$ cat config.mk
export PLATFORM = sky130hd
export DESIGN_NAME = wg_dispatch_sched
export DESIGN_NICKNAME = d
export VERILOG_FILES = /design/src/rtl/wgd_pkg.sv /design/src/rtl/wgd_idq.sv /design/src/rtl/wgd_ktable.sv /design/src/rtl/wg_dispatch_sched.sv
export SDC_FILE = /design/constraint.sdc
export NUM_CORES = 1
export LEC_CHECK = 0
export BUFFER_PORTS_ARGS = -buffer_cell sky130_fd_sc_hd__buf_2
export CAP_MARGIN = 30
export CELL_PAD_IN_SITES_DETAIL_PLACEMENT = 0
export CELL_PAD_IN_SITES_GLOBAL_PLACEMENT = 2
export CORE_MARGIN = 2
export CORE_UTILIZATION = 45
export DETAILED_ROUTE_END_ITERATION = 8
export PLACE_DENSITY_LB_ADDON = 0.1
export SLEW_MARGIN = 20
export SYNTH_ARGS = -nofsm -noshare
export SYNTH_HDL_FRONTEND = slang
export SYNTH_HIERARCHICAL = 1
export SYNTH_SLANG_ARGS = --single-unit
$ cat constraint.sdc
create_clock -name clk -period 14.05 [get_ports clk]
set_clock_uncertainty 0.2 [all_clocks]
set_input_delay 2.81 -clock clk [delete_from_list [all_inputs] [get_ports clk]]
set_output_delay 2.81 -clock clk [all_outputs]
set_load 0.05 [all_outputs]
$ cat src/rtl/wgd_pkg.sv
// Shared types for the workgroup dispatch scheduler.
package wgd_pkg;
    // Scheduler phases: wait for a pass request, offer workgroups,
    // wake the host, report finished kernels.
    typedef enum logic [1:0] {
        ST_IDLE  = 2'd0,
        ST_ISSUE = 2'd1,
        ST_WAKE  = 2'd2,
        ST_DRAIN = 2'd3
    } wgd_state_e;
endpackage

$ cat src/rtl/wgd_idq.sv
// ID queue: circular FIFO of kernel IDs with two push lanes and one pop.
// Lane A is written before lane B in the same cycle, so a head that is
// popped and pushed on lane A rotates behind older entries but ahead
// of a simultaneous lane-B push.
// Assumes DEPTH is a power of two and the user never overfills it.
module wgd_idq #(
    parameter int DEPTH = 8,
    parameter int IW    = 3
) (
    input  logic                         clk,
    input  logic                         rst_n,
    input  logic                         push_a,
    input  logic [IW-1:0]                id_a,
    input  logic                         push_b,
    input  logic [IW-1:0]                id_b,
    input  logic                         pop,
    output logic [IW-1:0]                head,
    output logic [$clog2(DEPTH+1)-1:0]   count
);
    localparam int PW   = $clog2(DEPTH);
    localparam int CNTW = $clog2(DEPTH + 1);

    logic [IW-1:0] mem [DEPTH];
    logic [PW-1:0] rd_ptr, wr_ptr;
    logic [CNTW-1:0] cnt;

    // Storage writes, lane A at the write pointer, lane B just after it.
    always_ff @(posedge clk) begin
        if (push_a) mem[wr_ptr] <= id_a;
        if (push_b) mem[wr_ptr + PW'(push_a)] <= id_b;
    end

    // Pointer and occupancy update.
    always_ff @(posedge clk) begin
        if (!rst_n) begin
            rd_ptr <= '0;
            wr_ptr <= '0;
            cnt    <= '0;
        end else begin
            wr_ptr <= wr_ptr + PW'(push_a) + PW'(push_b);
            rd_ptr <= rd_ptr + PW'(pop);
            cnt    <= cnt + CNTW'(push_a) + CNTW'(push_b) - CNTW'(pop);
        end
    end

    assign head  = mem[rd_ptr];
    assign count = cnt;
endmodule

$ cat src/rtl/wgd_ktable.sv
// Per-kernel state table indexed by kernel ID: workgroup counts, the next
// workgroup to offer (linear index and x/y/z), and the completion count.
// Assumes every count is at least 1 and that a kernel ID is not relaunched
// while it is still live.
module wgd_ktable #(
    parameter int NK   = 8,
    parameter int DIMW = 4
) (
    input  logic                     clk,
    input  logic                     rst_n,
    input  logic                     ld_valid,
    input  logic [$clog2(NK)-1:0]    ld_kid,
    input  logic [DIMW-1:0]          ld_nx,
    input  logic [DIMW-1:0]          ld_ny,
    input  logic [DIMW-1:0]          ld_nz,
    input  logic [$clog2(NK)-1:0]    hd_kid,
    input  logic                     adv,
    input  logic                     cmp_valid,
    input  logic [$clog2(NK)-1:0]    cmp_kid,
    output logic                     hd_more,
    output logic                     hd_last,
    output logic [3*DIMW-1:0]        hd_gid,
    output logic [DIMW-1:0]          hd_x,
    output logic [DIMW-1:0]          hd_y,
    output logic [DIMW-1:0]          hd_z,
    output logic                     cmp_last,
    output logic [NK-1:0]            live
);
    localparam int KW = $clog2(NK);
    localparam int CW = 3 * DIMW;

    logic [CW-1:0]   e_gid  [NK];
    logic [CW-1:0]   e_tot  [NK];
    logic [CW-1:0]   e_ncmp [NK];
    logic [DIMW-1:0] e_x    [NK];
    logic [DIMW-1:0] e_y    [NK];
    logic [DIMW-1:0] e_z    [NK];

    for (genvar i = 0; i < NK; i++) begin : g_ent
        logic [DIMW-1:0] nx, ny, nz, x, y, z;
        logic [CW-1:0]   gid, total, ncmp;
        logic            act;
        logic            sel_ld, sel_adv, sel_cmp;

        assign sel_ld  = ld_valid  && (ld_kid  == KW'(i));
        assign sel_adv = adv       && (hd_kid  == KW'(i));
        assign sel_cmp = cmp_valid && (cmp_kid == KW'(i));

        // Load on launch, step the x-major cursor on accept, count completions.
        always_ff @(posedge clk) begin
            if (!rst_n) begin
                nx <= '0; ny <= '0; nz <= '0;
                x  <= '0; y  <= '0; z  <= '0;
                gid <= '0; total <= '0; ncmp <= '0;
                act <= 1'b0;
            end else if (sel_ld) begin
                nx <= ld_nx; ny <= ld_ny; nz <= ld_nz;
                x  <= '0; y  <= '0; z  <= '0;
                gid   <= '0;
                ncmp  <= '0;
                total <= CW'(ld_nx) * CW'(ld_ny) * CW'(ld_nz);
                act   <= 1'b1;
            end else begin
                if (sel_adv) begin
                    gid <= gid + CW'(1);
                    if (x == nx - DIMW'(1)) begin
                        x <= '0;
                        if (y == ny - DIMW'(1)) begin
                            y <= '0;
                            z <= z + DIMW'(1);
                        end else begin
                            y <= y + DIMW'(1);
                        end
                    end else begin
                        x <= x + DIMW'(1);
                    end
                end
                if (sel_cmp) begin
                    ncmp <= ncmp + CW'(1);
                    if (ncmp + CW'(1) == total) act <= 1'b0;
                end
            end
        end

        assign e_gid[i]  = gid;
        assign e_tot[i]  = total;
        assign e_ncmp[i] = ncmp;
        assign e_x[i]    = x;
        assign e_y[i]    = y;
        assign e_z[i]    = z;
        assign live[i]   = act;
    end

    assign hd_gid   = e_gid[hd_kid];
    assign hd_x     = e_x[hd_kid];
    assign hd_y     = e_y[hd_kid];
    assign hd_z     = e_z[hd_kid];
    assign hd_more  = e_gid[hd_kid] != e_tot[hd_kid];
    assign hd_last  = (e_gid[hd_kid] + CW'(1)) == e_tot[hd_kid];
    assign cmp_last = cmp_valid && ((e_ncmp[cmp_kid] + CW'(1)) == e_tot[cmp_kid]);
endmodule

$ cat src/rtl/wg_dispatch_sched.sv
// Workgroup dispatch scheduler. It walks the pending kernel queue and
// offers the head kernel's workgroups to the compute array. A refused
// kernel rotates to the tail and a per-pass fail count ends the pass. It
// counts completions per kernel, wakes the host once per pass that saw
// finished kernels, and then reports their IDs.
// Assumes NK is a power of two, launch counts are at least 1, and a
// kernel ID is reused only after it has finished.
module wg_dispatch_sched #(
    parameter int NK   = 8,
    parameter int DIMW = 4
) (
    input  logic                     clk,
    input  logic                     rst_n,
    input  logic                     launch_valid,
    input  logic [$clog2(NK)-1:0]    launch_kid,
    input  logic [DIMW-1:0]          launch_nx,
    input  logic [DIMW-1:0]          launch_ny,
    input  logic [DIMW-1:0]          launch_nz,
    output logic                     wg_valid,
    output logic [$clog2(NK)-1:0]    wg_kid,
    output logic [3*DIMW-1:0]        wg_gid,
    output logic [DIMW-1:0]          wg_x,
    output logic [DIMW-1:0]          wg_y,
    output logic [DIMW-1:0]          wg_z,
    input  logic                     wg_accept,
    input  logic                     wg_refuse,
    input  logic                     cmp_valid,
    input  logic [$clog2(NK)-1:0]    cmp_kid,
    output logic                     done_valid,
    output logic [$clog2(NK)-1:0]    done_kid,
    output logic                     host_wake,
    output logic                     busy
);
    import wgd_pkg::*;

    localparam int KW   = $clog2(NK);
    localparam int CNTW = $clog2(NK + 1);

    wgd_state_e      state;
    logic [CNTW-1:0] fail_cnt;
    logic            pass_pend;

    logic [KW-1:0]   q_head, d_head;
    logic [CNTW-1:0] q_count, d_count;
    logic            hd_more, hd_last, cmp_last;
    logic [NK-1:0]   live;

    logic in_issue, pass_over, take, refuse, stale, q_pop, d_pop;

    assign in_issue  = (state == ST_ISSUE);
    assign pass_over = (q_count <= fail_cnt);
    assign wg_valid  = in_issue && !pass_over && hd_more;
    assign take      = wg_valid && wg_accept;
    assign refuse    = wg_valid && !wg_accept && wg_refuse;
    assign stale     = in_issue && !pass_over && !hd_more;
    assign q_pop     = (take && hd_last) || refuse || stale;
    assign d_pop     = (state == ST_DRAIN) && (d_count != '0);

    assign wg_kid     = q_head;
    assign done_valid = d_pop;
    assign done_kid   = d_head;
    assign host_wake  = (state == ST_WAKE);
    assign busy       = (q_count != '0) || (|live);

    wgd_idq #(.DEPTH(NK), .IW(KW)) u_pend (
        .clk    (clk),
        .rst_n  (rst_n),
        .push_a (refuse),
        .id_a   (q_head),
        .push_b (launch_valid),
        .id_b   (launch_kid),
        .pop    (q_pop),
        .head   (q_head),
        .count  (q_count)
    );

    wgd_idq #(.DEPTH(NK), .IW(KW)) u_done (
        .clk    (clk),
        .rst_n  (rst_n),
        .push_a (cmp_last),
        .id_a   (cmp_kid),
        .push_b (1'b0),
        .id_b   ('0),
        .pop    (d_pop),
        .head   (d_head),
        .count  (d_count)
    );

    wgd_ktable #(.NK(NK), .DIMW(DIMW)) u_tab (
        .clk       (clk),
        .rst_n     (rst_n),
        .ld_valid  (launch_valid),
        .ld_kid    (launch_kid),
        .ld_nx     (launch_nx),
        .ld_ny     (launch_ny),
        .ld_nz     (launch_nz),
        .hd_kid    (q_head),
        .adv       (take),
        .cmp_valid (cmp_valid),
        .cmp_kid   (cmp_kid),
        .hd_more   (hd_more),
        .hd_last   (hd_last),
        .hd_gid    (wg_gid),
        .hd_x      (wg_x),
        .hd_y      (wg_y),
        .hd_z      (wg_z),
        .cmp_last  (cmp_last),
        .live      (live)
    );

    // Pass request: set by launches and completions, consumed when a pass starts.
    always_ff @(posedge clk) begin
        if (!rst_n)                             pass_pend <= 1'b0;
        else if (launch_valid || cmp_valid)     pass_pend <= 1'b1;
        else if (state == ST_IDLE && pass_pend) pass_pend <= 1'b0;
    end

    // Pass sequencing and per-pass refusal count.
    always_ff @(posedge clk) begin
        if (!rst_n) begin
            state    <= ST_IDLE;
            fail_cnt <= '0;
        end else begin
            unique case (state)
                ST_IDLE: if (pass_pend) begin
                    state    <= ST_ISSUE;
                    fail_cnt <= '0;
                end
                ST_ISSUE: begin
                    if (pass_over)   state    <= (d_count != '0) ? ST_WAKE : ST_IDLE;
                    else if (refuse) fail_cnt <= fail_cnt + CNTW'(1);
                end
                ST_WAKE:  state <= ST_DRAIN;
                ST_DRAIN: if (d_count == '0) state <= ST_IDLE;
                default:  state <= ST_IDLE;
            endcase
        end
    end
endmodule

# Word-level counts from Yosys, hierarchy flattened
# Memories as Yosys holds them, arrays and structs flattened. A register that Yosys moved wholly into a read port is not among the register bits.
# Index checks and enable logic that the tools add are counted.
classes:
  add_sub_neg: 69
  multipliers: 2
  div_mod_pow: 0
  magnitude_cmp: 3
  eq_ne: 56
  n_shift: 0
  mux: 80
  bitwise_logic: 3
  reduce_logical: 101
op_table:
  columns: ["operator", "n"]
  rows:
  - ["12-bit by 1-bit adder with 12-bit output (second input constant)", 18]
  - ["12-bit binary-select mux with 3-bit select", 4]
  - ["12-bit equality test", 10]
  - ["4-bit by 1-bit adder with 4-bit output (second input constant)", 25]
  - ["4-bit two-way mux", 25]
  - ["12-bit two-way mux", 8]
  - ["4-bit equality test", 16]
  - ["4-bit by 1-bit subtractor with 4-bit output (second input constant)", 16]
  - ["4-bit binary-select mux with 3-bit select", 3]
  - ["3-bit equality test (second input constant)", 12]
  - ["2-bit nonzero test", 18]
  - ["1-bit logical AND", 34]
  - ["1-bit two-way mux", 32]
  - ["2-bit AND reduction", 16]
  - ["3-bit AND reduction", 9]
  - ["3-bit by 2-bit equality test with 1-bit output (second input constant)", 6]
  - ["2-bit OR reduction", 8]
  - ["3-bit by 1-bit adder with 3-bit output", 5]
  - ["4-bit by 1-bit adder with 4-bit output", 3]
  - ["8-bit by 4-bit multiplier with 12-bit output", 1]
  - ["12-bit != test", 1]
  - ["3-bit by 1-bit equality test with 1-bit output (second input constant)", 3]
  - ["3-bit zero test", 3]
  - ["4-bit greater-or-equal comparator (second input constant)", 2]
  - ["20 further kinds", 36]
totals:
  regBits: 483
  latchBits: 0
  ramBits: 48
  romBits: 0
  in_bits: 24
  out_inout_bits: 34
  word_cells: 397
  mem_count: 2
memory_table:
  columns: ["memory", "words", "width", "rd", "rd_clocked_by_memory_dff", "wr", "line_no", "rtl"]
  rows:
  - ["u_done.mem", 8, 3, 1, 1, 1, "wgd_idq.sv:23", "logic [IW-1:0] mem [DEPTH];"]
  - ["u_pend.mem", 8, 3, 1, 1, 2, "wgd_idq.sv:23", null]

# Logic depth before layout (Yosys ltp)
depth:
  word_depth: 12
  ltp_mapped: 26
  mapped_depth_nobuf: 21

# Cells and area by module
# Netlist, hierarchy kept.
modules_own_cells:
  columns: ["module", "n_inst", "cells_each", "area_each_um2", "seq_area_each_um2"]
  rows:
  - ["wgd_ktable", 1, 2894, 26828.2, 9128.8]
  - ["wgd_idq", 2, 133, 1854.3, 920.9]
  - ["wg_dispatch_sched", 1, 64, 548.0, 140.1]

# Worst setup path before layout
# No wires, ideal clock.
synth_path:
  path_type: "input to register"
  from: "in launch_nx[0]"
  to: "reg u_tab.g_ent[0].total[11]"
  setup_time_ps: 61
  t_arrival_ps: 7867
  path_slack_ps: 5921
  stages: 20
  path_cell_list: "clkbuf_1 nand2_1 fa_1 inv_1 fa_1 inv_1 fa_1 xnor2_1 and2_1 fa_1 inv_1 fa_1 inv_1 ha_1 inv_1 o21bai_1 a21oi_1 o21ai_0 o311ai_1 a22o_1"
synth_between:
  elab_chain_len: 2
synth_lines:
  columns: ["item", "line_no", "rtl"]
  rows:
  - ["from (decl)", "wg_dispatch_sched.sv:16", "input logic [DIMW-1:0] launch_nx,"]
  - ["4-bit by 4-bit multiplier with 8-bit output", "wgd_ktable.sv:61", "total <= CW'(ld_nx) * CW'(ld_ny) * CW'(ld_nz);"]
  - ["8-bit by 4-bit multiplier with 12-bit output", "wgd_ktable.sv:61", null]
  - ["to (signal assigned)", "wgd_ktable.sv:61", null]
  - ["to (decl)", "wgd_ktable.sv:41", "logic [CW-1:0] gid, total, ncmp;"]
# No other way between the ends.
# A chain may end at the register's enable or synchronous reset.

==> results_dict.tcl <==
set metrics [dict create \
    status "completed" \
    cts_htree_levels 2 \
    cp_slowest_cell "buf_4" \
    drc 0 \
    chipWidth_um 266.8 \
    rows 96 \
    relSlewSlack 0.3186 \
    crit_top_cell "mux4_2" \
    cts.sinks 531 \
    worstSetupPathType "flip-flop to output pin" \
    required_ns 11.04 \
    synth-seq-area-share 0.3574 \
    synth-edff-count 48 \
    reg2reg_to "u_tab/g_ent[0].z[3]$_SDFFE_PP0P_" \
    maxSlewViolCount 0 \
    cts_buffers 61 \
    worst_skew_pair.late_latency_ns 0.64 \
    port_buffers 57 \
    start_util 0.4540 \
    rsz0062_at_grt "false" \
    hold_path_class "flip-flop to flip-flop" \
    antenna_cells 0 \
    fin_cells 4192 \
    clockRootBuffer "clkbuf_16" \
    postLayoutCellArea_um2 34250 \
    p_per_area_nw_per_um2 118.3 \
    final_cell_mix "dfxtp_1, nor2_1, nand2_1" \
    post-route-period-util 0.5906 \
    cts_max_path_buffers 3 \
    tightest_slew_ns 1.013 \
    drive_gt1_frac 0.1305 \
    cp_max_fo 52 \
    netlist_area_um2 31080 \
    regArea_um2 11110 \
    grt_pass1_vias 23770 \
    final_nets 3412 \
    synthToLayoutAreaGrowth_pct 10.20 \
    multi_input_area_um2 19030 \
    crit_arrival_ns 5.29 \
    p_comb_frac 0.201 \
    rr_startpoint "u_pend/rd_ptr[1]$_SDFF_PN0_" \
    holdPathStages 1 \
    fin_hold_ws_ns 0.2756 \
    synth.distinct_cells 95 \
    place_inst 4077 \
    p_sw_uw 1224 \
    first_iter_violations 1659 \
    power_frac_clock 0.397 \
    dr.pass1.iters 6 \
    crit_family "multiplexers" \
    wl_per_cell_um 22.76 \
    cp_slowest_stage_delay_ns 0.68 \
    avgSynthCellArea_um2 9.642 \
    path_cells "mux4_2 -> mux2_8 -> buf_4 -> mux4_2 -> mux2i_1 -> xnor2_1 -> nand2_1 -> nor3b_1 -> nand3_1 -> and3_2 -> buf_2" \
    n_fill_cell 6367 \
    rr_worst_depth 18 \
    fin_setup_tns_ns 0 \
    grt_max_degree 56 \
    final_antenna_net_count 0 \
    start_kind "flip-flop" \
    clock.fmax_mhz 120.5 \
    internal_power_uw 2829 \
    path_buf_inv 2 \
    grt_pass1_wl_um 145800 \
    clk_pin_slew_ns 0.06 \
    post_drt_via_cell_ratio 5.759 \
    cts.hold.buffers_added 0 \
    critPathCaptureType "output pin" \
    ys.flop_type "dfxtp_1" \
    post_cts_buffers 0 \
    syn_inst 3224 \
    cts_resized 0 \
    hpwl_um 71990 \
    finalSetupViolations 0 \
    maxCapViolCount 0 \
    p_seq_frac 0.402 \
    holdPathEnd "fail_cnt[3]$_SDFFE_PN0P_" \
    tritoncts "built" \
    fin_crit_ns 8.299 \
    peakVddDrop_mv 0.09289 \
    worstHoldStart "fail_cnt[3]$_SDFFE_PN0P_" \
    final_common_cell "dfxtp_1" \
    ys_async_sr_fraction 0 \
    die-area_um2 71200 \
    netSwitchingFraction 0.3020 \
    yosys_warnings 6 \
    vias 24140 \
    antenna_found_initial 1 \
    ys_ff_latch 531 \
    ios 58 \
    grt-ovfl-total 0 \
    gp_congestion 0.9211 \
    chipHeight_um 266.8 \
    p_leak_uw 0.01309 \
    hold_violations 0 \
    core_um2 68470 \
    routed_wl_um 95400 \
    dpl_cell_area_um2 32230 \
    r2r_slack_ns 6.19 \
    grt_usage 0.2676 \
]
## flip-flops by register name, summed over array words and instances (netlist names), 4 cells and up, named ones only
name               count
u_tab/g_ent.gid       96
u_tab/g_ent.ncmp      96
u_tab/g_ent.total     96
u_tab/g_ent.nx        32
u_tab/g_ent.ny        32
u_tab/g_ent.x         32
u_tab/g_ent.y         32
u_tab/g_ent.z         32
u_done/mem            24
u_pend/mem            24
u_tab/g_ent.act        8
fail_cnt               4
u_done/count           4
u_pend/count           4
## worst reg2reg max path: stages, from the launching register on
cell	delay, ns
dfxtp_1	0.59
mux4_2	0.33
mux2_8	0.57
buf_4	0.74
mux4_2	0.63
mux2i_1	0.41
inv_1	0.18
xnor2_1	0.29
nor3b_1	0.09
nand3_1	0.22
and3_2	0.23
and2_1	0.51
nand2b_1	0.29
nor3_4	0.49
o211ai_1	0.25
a2111oi_4	0.72
nand2_1	0.45
or3_1	0.45
a21oi_1	0.13
## per-layer routing
metal  part of all wire  routed length, µm  vias up  track usage
met5                  0                  0        -            0
met4              0.033               3178        0      0.08958
met3              0.046               4376      156      0.03035
met2               0.48              45940      627       0.4611
met1               0.44              41910    11890       0.3484
li1                   -                  -    11470            -
## per-stage QoR
stage	util	total power, µW	setup slack (ns)
2_1_floorplan	-	2251	5.921
3_3_place_gp	0.4705	2458	5.348
3_5_place_dp	0.4707	2475	5.252
4_1_cts	0.5002	4096	5.628
5_1_grt	0.5003	4226	5.323
6_report	0.5003	4053	5.751
## synthesized netlist by cell type (5+ instances only)
| library cell | instances | share of area |
|---|---|---|
| buf_6 | 10 | 0.0036 |
| buf_1 | 7 | 0.00085 |
| or2_2 | 5 | 0.0010 |
| nor2b_1 | 21 | 0.0042 |
| fa_1 | 20 | 0.013 |
| o22ai_1 | 16 | 0.0032 |
| nor2_1 | 316 | 0.038 |
| nor3_1 | 70 | 0.011 |
| ha_1 | 109 | 0.044 |
| nand4_1 | 78 | 0.016 |
| o21bai_1 | 9 | 0.0022 |
| dfxtp_1 | 483 | 0.31 |
| nand3_1 | 99 | 0.016 |
| o21ai_0 | 111 | 0.018 |
| nand2_1 | 274 | 0.033 |
| mux2_2 | 74 | 0.027 |
| nor4_1 | 15 | 0.0030 |
| and2_1 | 46 | 0.0093 |
| clkbuf_1 | 99 | 0.012 |
| o31ai_1 | 13 | 0.0031 |
| buf_4 | 15 | 0.0036 |
| o211ai_1 | 6 | 0.0014 |
| xor2_1 | 271 | 0.076 |
| edfxtp_1 | 48 | 0.046 |
| inv_1 | 107 | 0.013 |
| mux4_1 | 12 | 0.010 |
| mux4_2 | 104 | 0.075 |
| a31oi_1 | 11 | 0.0022 |
| nand2b_1 | 31 | 0.0062 |
| a22o_1 | 121 | 0.034 |
| a21oi_1 | 95 | 0.015 |
| a21o_1 | 5 | 0.0012 |
| xnor2_1 | 230 | 0.065 |
| nand3b_1 | 5 | 0.0012 |
| and3_1 | 32 | 0.0064 |
| nor3b_1 | 12 | 0.0029 |
| mux2i_1 | 84 | 0.027 |
| buf_2 | 19 | 0.0031 |
| or3_1 | 46 | 0.0093 |
| o21ai_1 | 6 | 0.00097 |
## kinds of logic (layout without fill, tap and decap cells)
group / after synthesis / count (layout) / share of synthesized area
XOR/XNOR: 505 / 505 / 0.1433
multiplexers: 277 / 277 / 0.1412
flip-flops: 531 / 531 / 0.3574
AO/OA/AOI/OAI: 436 / 436 / 0.09536
other: 1 / 30 / 0.0001206
adder cells (fa/ha/maj): 129 / 129 / 0.05675
AND/OR/NAND/NOR: 1083 / 1083 / 0.1678
buffers and inverters: 262 / 319 / 0.03804
## layout make-up
type                       instances  share of cell area
clock buffer                      89             0.05187
clock inverter                    25            0.007159
inverter                         109             0.01194
multi-input combinational       2460              0.5557
sequential                       531              0.3244
tap                              882             0.03222
timing repair buffer              96             0.01680
## power by group through the flow
stage | registers, µW | clock network, µW | logic, µW
floorplan | 1640 | 0 | 616
global placement | 1660 | 0 | 800
detailed placement | 1660 | 0 | 815
CTS | 1630 | 1650 | 819
global route | 1630 | 1710 | 887
finish | 1630 | 1610 | 815
## worst max-delay path by stage
stage,startpoint,endpoint,slack (ns),cells past startpoint
2_1_floorplan,launch_nx[0],u_tab/g_ent[0].total[11]$_SDFFE_PN0P_,5.92,20
3_3_place_gp,launch_nx[0],u_tab/g_ent[6].total[11]$_SDFFE_PN0P_,5.35,20
3_5_place_dp,launch_nx[0],u_tab/g_ent[6].total[11]$_SDFFE_PN0P_,5.25,18
4_1_cts,u_pend/rd_ptr[1]$_SDFF_PN0_,wg_valid,5.63,11
5_1_grt,u_pend/rd_ptr[1]$_SDFF_PN0_,wg_valid,5.32,11
6_report,u_pend/rd_ptr[1]$_SDFF_PN0_,wg_valid,5.75,11
Power figures use the tool's default switching activity.
